`config.mk`:
```
export PLATFORM = sky130hd
export DESIGN_NAME = i2c_addr_scanner
export DESIGN_NICKNAME = d
export VERILOG_FILES = /design/src/rtl/scan_pkg.sv /design/src/rtl/scan_datapath.sv /design/src/rtl/scan_ctrl.sv /design/src/rtl/i2c_addr_scanner.sv
export SDC_FILE = /design/constraint.sdc
export NUM_CORES = 1
export LEC_CHECK = 0
export BUFFER_PORTS_ARGS = -buffer_cell sky130_fd_sc_hd__buf_2
export CORE_MARGIN = 3
export CORE_UTILIZATION = 50
export DETAILED_ROUTE_END_ITERATION = 8
export PLACE_DENSITY = 0.82
export SYNTH_ARGS = -nofsm -noshare
export SYNTH_HDL_FRONTEND = slang
export SYNTH_SLANG_ARGS = --single-unit
```
`constraint.sdc`:
```
create_clock -name clk -period 2.2 [get_ports clk]
set_clock_uncertainty 0.1 [all_clocks]
set_input_delay 0.22 -clock clk [delete_from_list [all_inputs] [get_ports clk]]
set_output_delay 0.22 -clock clk [all_outputs]
set_load 0.01 [all_outputs]
```
`src/rtl/scan_pkg.sv`:
```
package scan_pkg;
  typedef enum logic [1:0] {
    CMD_START_ADDR = 2'd0,
    CMD_READ_NACK  = 2'd1,
    CMD_STOP       = 2'd2
  } mst_cmd_e;

  typedef struct packed {
    logic clrAddr;
    logic incAddr;
    logic capLines;
  } scan_strobe_t;
endpackage

```
`src/rtl/scan_datapath.sv`:
```
module scan_datapath
  import scan_pkg::*;
#(
  parameter int unsigned ADDR_W    = 8,
  parameter int unsigned ADDR_STEP = 2
) (
  input  logic              clk,
  input  logic              rstN,
  input  scan_strobe_t      stb,
  input  logic              sdaIn,
  input  logic              sclIn,
  output logic [ADDR_W-1:0] probeAddr,
  output logic              lastAddr,
  output logic [1:0]        lineLevels
);
  localparam int unsigned LastAddrVal = (1 << ADDR_W) - ADDR_STEP;
  localparam logic [ADDR_W-1:0] LastAddr = LastAddrVal[ADDR_W-1:0];
  localparam logic [ADDR_W-1:0] StepVal  = ADDR_STEP[ADDR_W-1:0];

  logic [ADDR_W-1:0] addrQ;
  logic [1:0]        levelsQ;

  always_ff @(posedge clk) begin
    if (!rstN) begin
      addrQ   <= '0;
      levelsQ <= 2'b00;
    end else begin
      if (stb.clrAddr)       addrQ <= '0;
      else if (stb.incAddr)  addrQ <= addrQ + StepVal;
      if (stb.capLines)      levelsQ <= {sdaIn, sclIn};
    end
  end

  assign probeAddr  = addrQ;
  assign lastAddr   = (addrQ == LastAddr);
  assign lineLevels = levelsQ;

  a_r3_no_wrap_step: assert property (@(posedge clk) disable iff (!rstN)
    stb.incAddr |-> !lastAddr);
endmodule

```
`src/rtl/scan_ctrl.sv`:
```
module scan_ctrl
  import scan_pkg::*;
(
  input  logic         clk,
  input  logic         rstN,
  input  logic         startReq,
  input  logic         busIdle,
  input  logic         lastAddr,
  input  logic         mstCmdReady,
  input  logic         mstRspValid,
  input  logic         mstRspErr,
  input  logic         mstRspTimeout,
  input  logic         foundReady,
  output scan_strobe_t stb,
  output logic         mstCmdValid,
  output mst_cmd_e     mstCmd,
  output logic         portLock,
  output logic         wdKick,
  output logic         foundValid,
  output logic         busyAbort,
  output logic         scanDone
);
  typedef enum logic [3:0] {
    ST_IDLE, ST_KICK, ST_SEND_START, ST_WAIT_START, ST_SEND_READ,
    ST_WAIT_READ, ST_SEND_STOP, ST_WAIT_STOP, ST_REPORT, ST_NEXT, ST_DONE
  } state_e;

  state_e stateQ, stateD;
  logic   abortQ, abortD;
  logic   rspBad;

  assign rspBad = mstRspErr | mstRspTimeout;

  always_comb begin
    stateD = stateQ;
    abortD = 1'b0;
    stb    = '0;
    unique case (stateQ)
      ST_IDLE: if (startReq) begin
        if (busIdle) begin
          stb.clrAddr = 1'b1;
          stateD      = ST_KICK;
        end else begin
          stb.capLines = 1'b1;
          abortD       = 1'b1;
        end
      end
      ST_KICK:       stateD = ST_SEND_START;
      ST_SEND_START: if (mstCmdReady) stateD = ST_WAIT_START;
      ST_WAIT_START: if (mstRspValid) stateD = rspBad ? ST_NEXT : ST_SEND_READ;
      ST_SEND_READ:  if (mstCmdReady) stateD = ST_WAIT_READ;
      ST_WAIT_READ:  if (mstRspValid) stateD = rspBad ? ST_NEXT : ST_SEND_STOP;
      ST_SEND_STOP:  if (mstCmdReady) stateD = ST_WAIT_STOP;
      ST_WAIT_STOP:  if (mstRspValid) stateD = rspBad ? ST_NEXT : ST_REPORT;
      ST_REPORT:     if (foundReady)  stateD = ST_NEXT;
      ST_NEXT: begin
        if (lastAddr) stateD = ST_DONE;
        else begin
          stb.incAddr = 1'b1;
          stateD      = ST_KICK;
        end
      end
      ST_DONE:       stateD = ST_IDLE;
      default:       stateD = ST_IDLE;
    endcase
  end

  always_ff @(posedge clk) begin
    if (!rstN) begin
      stateQ <= ST_IDLE;
      abortQ <= 1'b0;
    end else begin
      stateQ <= stateD;
      abortQ <= abortD;
    end
  end

  always_comb begin
    mstCmdValid = 1'b0;
    mstCmd      = CMD_START_ADDR;
    unique case (stateQ)
      ST_SEND_START: mstCmdValid = 1'b1;
      ST_SEND_READ: begin
        mstCmdValid = 1'b1;
        mstCmd      = CMD_READ_NACK;
      end
      ST_SEND_STOP: begin
        mstCmdValid = 1'b1;
        mstCmd      = CMD_STOP;
      end
      default: ;
    endcase
  end

  assign portLock   = (stateQ != ST_IDLE);
  assign wdKick     = (stateQ == ST_KICK);
  assign foundValid = (stateQ == ST_REPORT);
  assign scanDone   = (stateQ == ST_DONE);
  assign busyAbort  = abortQ;

  a_r1_abort_no_lock: assert property (@(posedge clk) disable iff (!rstN)
    busyAbort |-> !portLock && !mstCmdValid);
  a_r7_cmd_under_lock: assert property (@(posedge clk) disable iff (!rstN)
    mstCmdValid |-> portLock);
  a_r8_no_cmd_while_found: assert property (@(posedge clk) disable iff (!rstN)
    foundValid |-> !mstCmdValid);
  a_r9_done_single: assert property (@(posedge clk) disable iff (!rstN)
    scanDone |=> !scanDone && !portLock);
  a_r6_kick_then_start: assert property (@(posedge clk) disable iff (!rstN)
    wdKick |=> mstCmdValid && (mstCmd == CMD_START_ADDR));
endmodule

```
`src/rtl/i2c_addr_scanner.sv`:
```
module i2c_addr_scanner
  import scan_pkg::*;
#(
  parameter int unsigned ADDR_W    = 8,
  parameter int unsigned ADDR_STEP = 2
) (
  input  logic              clk,
  input  logic              rstN,
  input  logic              sclIn,
  input  logic              sdaIn,
  input  logic              startReq,
  output logic              mstCmdValid,
  input  logic              mstCmdReady,
  output logic [1:0]        mstCmd,
  output logic [ADDR_W-1:0] mstAddr,
  input  logic              mstRspValid,
  input  logic              mstRspErr,
  input  logic              mstRspTimeout,
  output logic              portLock,
  output logic              wdKick,
  output logic              foundValid,
  input  logic              foundReady,
  output logic [ADDR_W-1:0] foundAddr,
  output logic              busyAbort,
  output logic [1:0]        lineLevels,
  output logic              scanDone
);
  scan_strobe_t      stb;
  mst_cmd_e          cmdKind;
  logic [ADDR_W-1:0] probeAddr;
  logic              lastAddr;

  scan_ctrl u_ctrl (
    .clk, .rstN, .startReq,
    .busIdle(sdaIn & sclIn),
    .lastAddr, .mstCmdReady, .mstRspValid, .mstRspErr, .mstRspTimeout,
    .foundReady, .stb, .mstCmdValid,
    .mstCmd(cmdKind),
    .portLock, .wdKick, .foundValid, .busyAbort, .scanDone
  );

  scan_datapath #(.ADDR_W(ADDR_W), .ADDR_STEP(ADDR_STEP)) u_dp (
    .clk, .rstN, .stb, .sdaIn, .sclIn, .probeAddr, .lastAddr, .lineLevels
  );

  assign mstCmd    = cmdKind;
  assign mstAddr   = {probeAddr[ADDR_W-1:1], 1'b1};
  assign foundAddr = probeAddr;

  a_r8_found_held: assert property (@(posedge clk) disable iff (!rstN)
    foundValid && !foundReady |=> foundValid && $stable(foundAddr));
endmodule

```
# Word level (Yosys, flattened, before mapping)
# Index checks and enable logic that the tools add are counted.
op_classes:
  n_eq_ne: 20
  bitwise: 3
  reduce_logical: 5
  n_mux: 24
  n_addsub: 1
ops:
  columns: ["cell", "count"]
  rows:
  - ["2-to-1 mux 4 bit", 12]
  - ["one-hot mux 4 bit (10 select lines)", 1]
  - ["== test 4 x 3 -> 1 bit (second input constant)", 4]
  - ["inequality test 2 bit (second input constant)", 7]
  - ["== test 4 bit (second input constant)", 3]
  - ["2-to-1 mux 1 bit", 10]
  - ["AND reduction 9 bit", 1]
  - ["adder 8 x 2 -> 8 bit (second input constant)", 1]
  - ["== test 4 x 2 -> 1 bit (second input constant)", 2]
  - ["== test 8 bit (second input constant)", 1]
  - ["== test 4 x 1 -> 1 bit (second input constant)", 1]
  - ["zero test 4 bit", 1]
  - ["inequality test 2 x 1 -> 1 bit (second input constant)", 2]
  - ["one-hot mux 2 bit (2 select lines)", 1]
  - ["nonzero test 4 bit", 1]
  - ["OR reduction 3 bit", 1]
  - ["OR reduction 2 bit", 1]
  - ["AND 1 bit", 1]
  - ["NOT 1 bit", 1]
  - ["OR 1 bit", 1]
word_totals:
  inputBits: 10
  word_cells: 57
  register_bits: 15

# Longest topological paths before layout
# Gate-level depths: netlist of the first run.
logic_depth:
  ltp_word: 5
  mapped_depth: 6
  mapped_depth_nobuf: 5

# Modules after synthesis
# From an unflattened synthesis of the first run, not the netlist that was laid out.
hier_totals:
  hier_cells: 109
  hier_area_um2: 918.4
by_module_without_submodules:
  columns: ["mod", "instances", "area_each_um2", "cells_per_inst"]
  rows:
  - ["scan_ctrl", 1, 464.2, 57]
  - ["scan_datapath", 1, 384.1, 42]
  - ["i2c_addr_scanner", 1, 70.1, 10]

# Worst setup path after synthesis of the first run
# Ideal clock, no wire load.
synth_path:
  path_type: "reg2reg"
  from: "register u_dp.addrQ[1], in the netlist u_dp.probeAddr[1]"
  to: "register u_ctrl.stateQ[0]"
  path_stages_with_launch: 6
  n_path_buf: 0
  setup_ns: 0.124
  slack_ns: 0.725
  arrival_time_ns: 1.251
  cell_sequence: "dfxtp_1 -> ha_1 -> nand3_1 -> o21ai_1 -> o211ai_1 -> o2bb2ai_1"
synth_between:
  elab_chain_cells: 3
synth_rtl:
  columns: ["element", "line_no", "rtl"]
  rows:
  - ["start: declaration", "scan_datapath.sv:20", "logic [ADDR_W-1:0] addrQ;"]
  - ["start signal: assignment", "scan_datapath.sv:29", "else if (stb.incAddr) addrQ <= addrQ + StepVal;"]
  - ["== test 8 bit", "scan_datapath.sv:35", "assign lastAddr = (addrQ == LastAddr);"]
  - ["2-to-1 mux 4 bit", "scan_ctrl.sv:57", "if (lastAddr) stateD = ST_DONE;"]
  - ["one-hot mux 4 bit (10 select lines)", "scan_ctrl.sv:38", "unique case (stateQ)"]
  - ["end signal: assignment", "scan_ctrl.sv:73", "stateQ <= stateD;"]
  - ["end: declaration", "scan_ctrl.sv:28", "state_e stateQ, stateD;"]
# No other way between the ends.
# A chain may end at the register's enable or synchronous reset.

# Worst setup path in the final report of the first run
layout_path:
  from: "register u_ctrl.stateQ[0]"
  to: "output wdKick"
layout_between:
  elab_chain_cells: 1
layout_rtl:
  columns: ["element", "line_no", "rtl"]
  rows:
  - ["== test 4 x 1 -> 1 bit", "scan_ctrl.sv:96", "assign wdKick = (stateQ == ST_KICK);"]
  - ["end: declaration", "i2c_addr_scanner.sv:20", "output logic wdKick,"]
# No other way between the ends.

==> key figures, run 1 <==
Run
  – Maxcap violations: 0

Clocking
  – Resized cells post-CTS: 0
  – Clock sinks: 14
  – Hold_buf cts: 0
  – Clock-pin slew on the worst setup and hold paths: 0.08 ns
  – Root buffer cell: clkbuf_4
  – Post-CTS setup buffers: 0
  – H-tree levels: 1
  – Worst-Skew Late Latency: 0.29 ns
  – Clock buffer depth: 2
  – CTS tree: done
  – Num CTS Buffers: 3

Final layout
  – Most frequent cells in the layout: buf_2 (33), nor2_1 (16), dfxtp_1 (14)
  – Fin nets: 141
  – Util after Layout: 0.6358
  – Most common cell after layout, fill and taps aside: buf_2
  – Number of fillers in the final layout: 150
  – Multi-input gate area in the final layout: 494.2 um^2
  – Share of post-route cells with drive strength above 1: 0.3566
  – Ant. Diodes: 0
  – Area grow syn2layout: 14.08%
  – FF/Latch Area: 280.3 um^2

Setup path
  – Worst setup SP type: flop
  – Worst path slowest cell: dfxtp_1
  – CP Buf/Inv Count: 1
  – Delay-heaviest family, CP: flip-flops
  – Worst EP required: 1.88 ns
  – Worst setup EP type: output pin
  – CP cell instances: and2b_2 > nor3b_1 > buf_2
  – Arr. time, crit path: 1.44 ns
  – Type of the worst setup path: reg2out
  – Critical path's largest stage delay: 0.59 ns
  – Crit-path max FO: 14

Drt
  – Iteration-0 DRC Markers: 21
  – DRT Pass-1 Iters: 5
  – WL/cell: 12.71 um
  – # DRC: 0
  – Vias: 848
  – WL final: 1945 um
  – Vias per cell: 5.542
  – ANT nets after route: 0

Global routing
  – M2 GR Usage: 0.2995
  – Gr ovfl total: 0
  – Initial antenna violation count: 0
  – Total GRT Usage: 0.1872
  – M3 GR Usage: 0.04428
  – Grt met1 use: 0.2361
  – Pin count of the biggest net entering global routing: 15
  – Vias in the first global route: 716
  – Layer with the highest usage: met2
  – First-pass GRT wire length: 3105 um

Floorplanning
  – I/O pin count: 36
  – Die Wd: 48.15 um
  – CORE AREA: 1594 um^2
  – Number of placement rows: 14
  – Die Area: 2318 um^2
  – Starting Density: 0.5573
  – Die Y: 48.15 um

Logic synthesis
  – Syn_nets: 117
  – Seq/Total Area, Yosys: 0.3155
  – Post-synthesis register bit count: 14
  – Synth cell types: 42
  – Yosys warns: 0
  – Mapped Cells: 106
  – Netlist Area Pre-Place: 888.4 um^2
  – Post-Synthesis Mean Instance Area: 8.381 um^2

Outcome
  – Status: finished, final reports clean

STA
  – Fraction of the cycle the final worst path needs: 0.7981
  – Final setup fails: 0
  – Peak Freq: 0.5695 GHz
  – RSZ-0062 raised after global routing: no
  – Hold Violations, Final: 0
  – Slew Limit Fails: 0
  – Fin crit period: 1.756 ns
  – Setup TNS: 0 ns

Placed design
  – Routability congestion estimate: 0.8268
  – Port Buffers: 33
  – Hpwl dp: 1485 um

Pwr
  – PD cells: 505.5 nW/um^2
  – Leak Pwr: 0.4821 nW
  – Worst vdd ir: 0.3149 mV

Hold path
  – Hold crit path type: in2reg
-- cell families (layout without fill, tap and decap cells) --
| family | after synthesis | count (layout) | share of synthesized area |
|---|---|---|---|
| simple gates | 42 | 42 | 0.2578 |
| compound gates | 25 | 25 | 0.2127 |
| buf+inv | 16 | 39 | 0.1281 |
| flops | 14 | 14 | 0.3155 |
| xor+xnor | 4 | 4 | 0.03943 |
| other cells | 2 | 2 | 0.008454 |
| mux | 2 | 2 | 0.02394 |
| fa+ha+maj | 1 | 1 | 0.01408 |
-- worst reg2reg max path, cell delays in order (launching register included) --
cell	delay [ns]
dfxtp_1	0.59
mux2_2	0.42
o221ai_2	0.22
a21oi_1	0.09
a32o_1	0.24
-- per-stage QoR --
stage	hold WS [ns]	power, mW	cells	worst slack, ns	area [um^2]
after global routing	0.1313	0.5369	153	0.3173	1013
after global placement	0.4089	0.3269	149	0.5487	977.2
final	0.1221	0.5123	153	0.4442	1013
after detailed placement	0.4192	0.3291	149	0.4735	977.2
after floorplan	0.3116	0.3113	106	0.7251	888.4
after CTS	0.1215	0.5159	153	0.4358	1013
-- cell type report --
class | count | share of cell area
Clock buffer | 4 | 0.03580
Tap cell | 24 | 0.02963
Sequential cell | 14 | 0.2765
Timing Repair Buffer | 33 | 0.1630
Inverter | 2 | 0.007407
Multi-Input combinational cell | 76 | 0.4877
-- layer usage --
layer	vias up	wire [um]
met4	0	48
met1	391	829
met5	-	0
met2	39	904
li1	412	-
met3	6	162
-- synthesized netlist by cell type --
cell | instances | share of area
dfxtp_1 | 14 | 0.32
buf_4 | 10 | 0.085
conb_1 | 2 | 0.0085
o2bb2ai_1 | 2 | 0.020
buf_6 | 2 | 0.025
o2111ai_1 | 1 | 0.0099
mux2i_1 | 1 | 0.011
inv_2 | 1 | 0.0042
o221ai_2 | 1 | 0.017
ha_1 | 1 | 0.014
a21oi_1 | 4 | 0.023
nor2_1 | 16 | 0.068
nand3b_1 | 2 | 0.017
nor3b_1 | 1 | 0.0085
o21bai_1 | 1 | 0.0085
nand2_1 | 5 | 0.021
buf_2 | 1 | 0.0056
a41oi_1 | 1 | 0.0099
or2b_1 | 1 | 0.0085
and2b_2 | 1 | 0.0099
or3_1 | 1 | 0.0070
xor2_1 | 4 | 0.039
and4bb_4 | 1 | 0.018
o221a_2 | 2 | 0.025
o21ai_0 | 4 | 0.023
o32ai_1 | 1 | 0.0099
a32o_1 | 1 | 0.011
nand2b_1 | 2 | 0.014
mux2_2 | 1 | 0.013
and2_1 | 2 | 0.014
nor4_2 | 1 | 0.014
and3_1 | 4 | 0.028
nand4_1 | 1 | 0.0070
nand3_1 | 2 | 0.011
a31oi_1 | 1 | 0.0070
o211ai_1 | 3 | 0.025
a21boi_0 | 1 | 0.0085
clkbuf_1 | 1 | 0.0042
o21ai_2 | 1 | 0.0099
nor3_1 | 2 | 0.011
inv_1 | 1 | 0.0042
o21ai_1 | 1 | 0.0056
-- power by group --
part | switching (mW) | internal (mW)
clock | 0.0878 | 0.101
sequential | 0.00707 | 0.259
combinational | 0.0320 | 0.0259
total | 0.127 | 0.385
-- worst paths after layout --
check                startpoint            endpoint  slack (ns)  cells after the start
max            u_ctrl.stateQ[0]              wdKick        0.44                      3
min                 mstRspValid    u_ctrl.stateQ[0]        0.12                      3
max reg2reg    u_ctrl.stateQ[0]    u_ctrl.stateQ[1]        0.45                      4
min reg2reg  u_dp.lineLevels[0]  u_dp.lineLevels[0]        0.43                      1
-- registers in the layout, summed over array words and instances, names as in the netlist --
| register | flops |
|---|---|
| u_ctrl.stateQ | 4 |
| u_dp.probeAddr | 7 |
| u_ctrl.busyAbort | 1 |
| u_dp.lineLevels | 2 |
Power figures use the tool's default switching activity.
==> run 2: changes to the inputs <==
Settings changed: CORE_UTILIZATION 50 to 47, PLACE_DENSITY 0.82 to 0.78.
Clock period 2.2 ns to 1.7 ns, I/O delays scaled along.
==> run 2 against run 1 <==
Sequential share of layout area shrank 0.48 points. Hold slack lost 0.060 ns. Die area grew 5.6%. Non-clock buffer count grew 3. Via count shrank 0.59%. Sequential power grew 28%. Clock power shrank 2%. Largest cell class unchanged.
==> key figures, run 2 (synthesized netlist as in run 1, its figures left out) <==
Outcome
  – Status: finished, final reports clean

Global routing
  – First-pass GRT wire length: 3174 um (+2.2%)
  – Gr ovfl total: 0 (unchanged)
  – Pin count of the biggest net entering global routing: 13 (-2)
  – Initial antenna violation count: 0 (unchanged)
  – Vias in the first global route: 765 (+6.8%)
  – Total GRT Usage: 0.1589 (-0.02829)

Final layout
  – Fin nets: 144 (+2.1%)
  – Ant. Diodes: 0 (unchanged)
  – Most frequent cells in the layout: buf_2 (33), nor2_1 (16), dfxtp_1 (13)
  – Max reg flops: 7 (unchanged)
  – Fin area: 1036 um^2 (+2.2%)
  – Most common cell after layout, fill and taps aside: buf_2
  – Area grow syn2layout: 16.62%
  – Util after Layout: 0.5872 (-0.04856)
  – Share of post-route cells with drive strength above 1: 0.3817 (+0.02509)

STA
  – Hold Violations, Final: 0 (unchanged)
  – Worst hold slack: 0.06213 ns (-0.05997 ns)
  – Fin crit period: 1.619 ns
  – Fraction of the cycle the final worst path needs: 0.9522
  – Setup TNS: 0 ns (unchanged)
  – Final setup fails: 0 (unchanged)
  – RSZ-0062 raised after global routing: yes
  – Peak Freq: 0.6177 GHz
  – Slew Limit Fails: 0 (unchanged)

Drt
  – Vias per cell: 5.404 (-2.5%)
  – Iteration-0 DRC Markers: 8 (-62%)
  – Vias: 843 (-0.59%)
  – DRT Pass-1 Iters: 4 (-1)
  – # DRC: 0 (unchanged)
  – WL final: 1937 um (-0.41%)
  – WL/cell: 12.42 um (-2.3%)
  – ANT nets after route: 0 (unchanged)

Pwr
  – Worst vdd ir: 0.4249 mV (+35%)
  – Tot Pwr: 0.6079 mW (+19%)
  – PD cells: 586.7 nW/um^2 (+16%)
  – Leak Pwr: 0.4931 nW (+2.3%)

Floorplanning
  – Die Area: 2448 um^2 (+5.6%)
  – Starting Density: 0.5035 (-0.05375)
  – Die Y: 49.48 um (+2.8%)
  – Number of placement rows: 15 (+1)
  – I/O pin count: 36 (unchanged)
  – CORE AREA: 1764 um^2 (+11%)
  – Die Wd: 49.48 um (+2.8%)

Clocking
  – Hold_buf cts: 0 (unchanged)
  – CTS tree: done
  – Clock-pin slew on the worst setup and hold paths: 0.08 ns (about the same)
  – Clock sinks: 14 (unchanged)
  – H-tree levels: 1 (unchanged)
  – Root buffer cell: clkbuf_4
  – Clock buffer depth: 2 (unchanged)
  – Num CTS Buffers: 3 (unchanged)
  – Worst-Skew Late Latency: 0.28 ns (about the same)

Placed design
  – Placed instance area: 1001 um^2 (+2.4%)
  – Hpwl dp: 1506 um (+1.4%)
  – Routability congestion estimate: 0.9084 (+9.9%)
  – Port Buffers: 33 (unchanged)

Setup path
  – Arr. time, crit path: 1.35 ns (-0.09 ns)
  – Worst EP required: 1.43 ns (-0.45 ns)
  – Worst setup SP type: flop
  – Type of the worst setup path: reg2out
  – Crit-path max FO: 12 (-2)
  – Worst setup EP type: output pin

Run
  – Maxcap violations: 0 (unchanged)

Hold path
  – Hold crit path type: in2reg
==> run 2: cell count changes in the layout (fill, tap and decap cells not counted) <==
| cell | change |
|---|---|
| o21ai_1 | -1 |
| dfxtp_1 | -1 |
| dfxtp_2 | +1 |
| clkbuf_8 | -1 |
| buf_4 | +3 |
| o21ai_4 | +1 |
==> run 2: worst max-delay path: stages (launching register included) <==
cell and delay, ns:
dfxtp_1 0.53, and2b_2 0.27, nor3b_1 0.13, buf_2 0.15
==> run 2: where the power goes <==
group          total, mW  switching, mW  internal, mW
Clock              0.185          0.102        0.0822
Sequential         0.340        0.00499         0.335
Combinational     0.0834         0.0469        0.0364
Total              0.608          0.154         0.453
==> run 2: final cells by class <==
class / instances / area [um^2]
Timing Repair Buffer: 36 / 187.7
Inverter: 2 / 7.507
Fill cell: 186 / 728.2
Clock buffer: 3 / 22.52
Multi-Input combinational cell: 76 / 505.5
Sequential cell: 14 / 281.5
Tap cell: 25 / 31.28
==> run 2: final timing paths <==
| path | cells past startpoint | slack [ns] | to | from |
|---|---|---|---|---|
| max | 3 | 0.08 | wdKick | u_ctrl.stateQ[1] |
| min reg2reg | 2 | 0.42 | u_ctrl.stateQ[0] | u_ctrl.stateQ[0] |
| min | 3 | 0.06 | u_ctrl.stateQ[0] | mstRspValid |
| max reg2reg | 5 | 0.11 | u_ctrl.stateQ[1] | u_ctrl.stateQ[1] |
==> run 2: timing repair <==
item                       in CTS  in global routing
setup endpoints to repair       0                 10
buffers inserted                0                  0
resized for setup               0                  3
==> run 2: routing by layer <==
layer,part of all wire,track usage,vias up
li1,-,-,419
met3,0.068,0.02719,2
met5,0,0,-
met2,0.50,0.2768,28
met1,0.43,0.1925,394
met4,0.0062,0.06452,0
==> run 2: per-stage QoR <==
stage | setup WS (ns) | instances
after floorplan | 0.2251 | 106
after global placement | 0.1199 | 153
after detailed placement | 0.1092 | 153
after CTS | 0.06614 | 156
after global routing | -0.03150 | 156
final | 0.08119 | 156
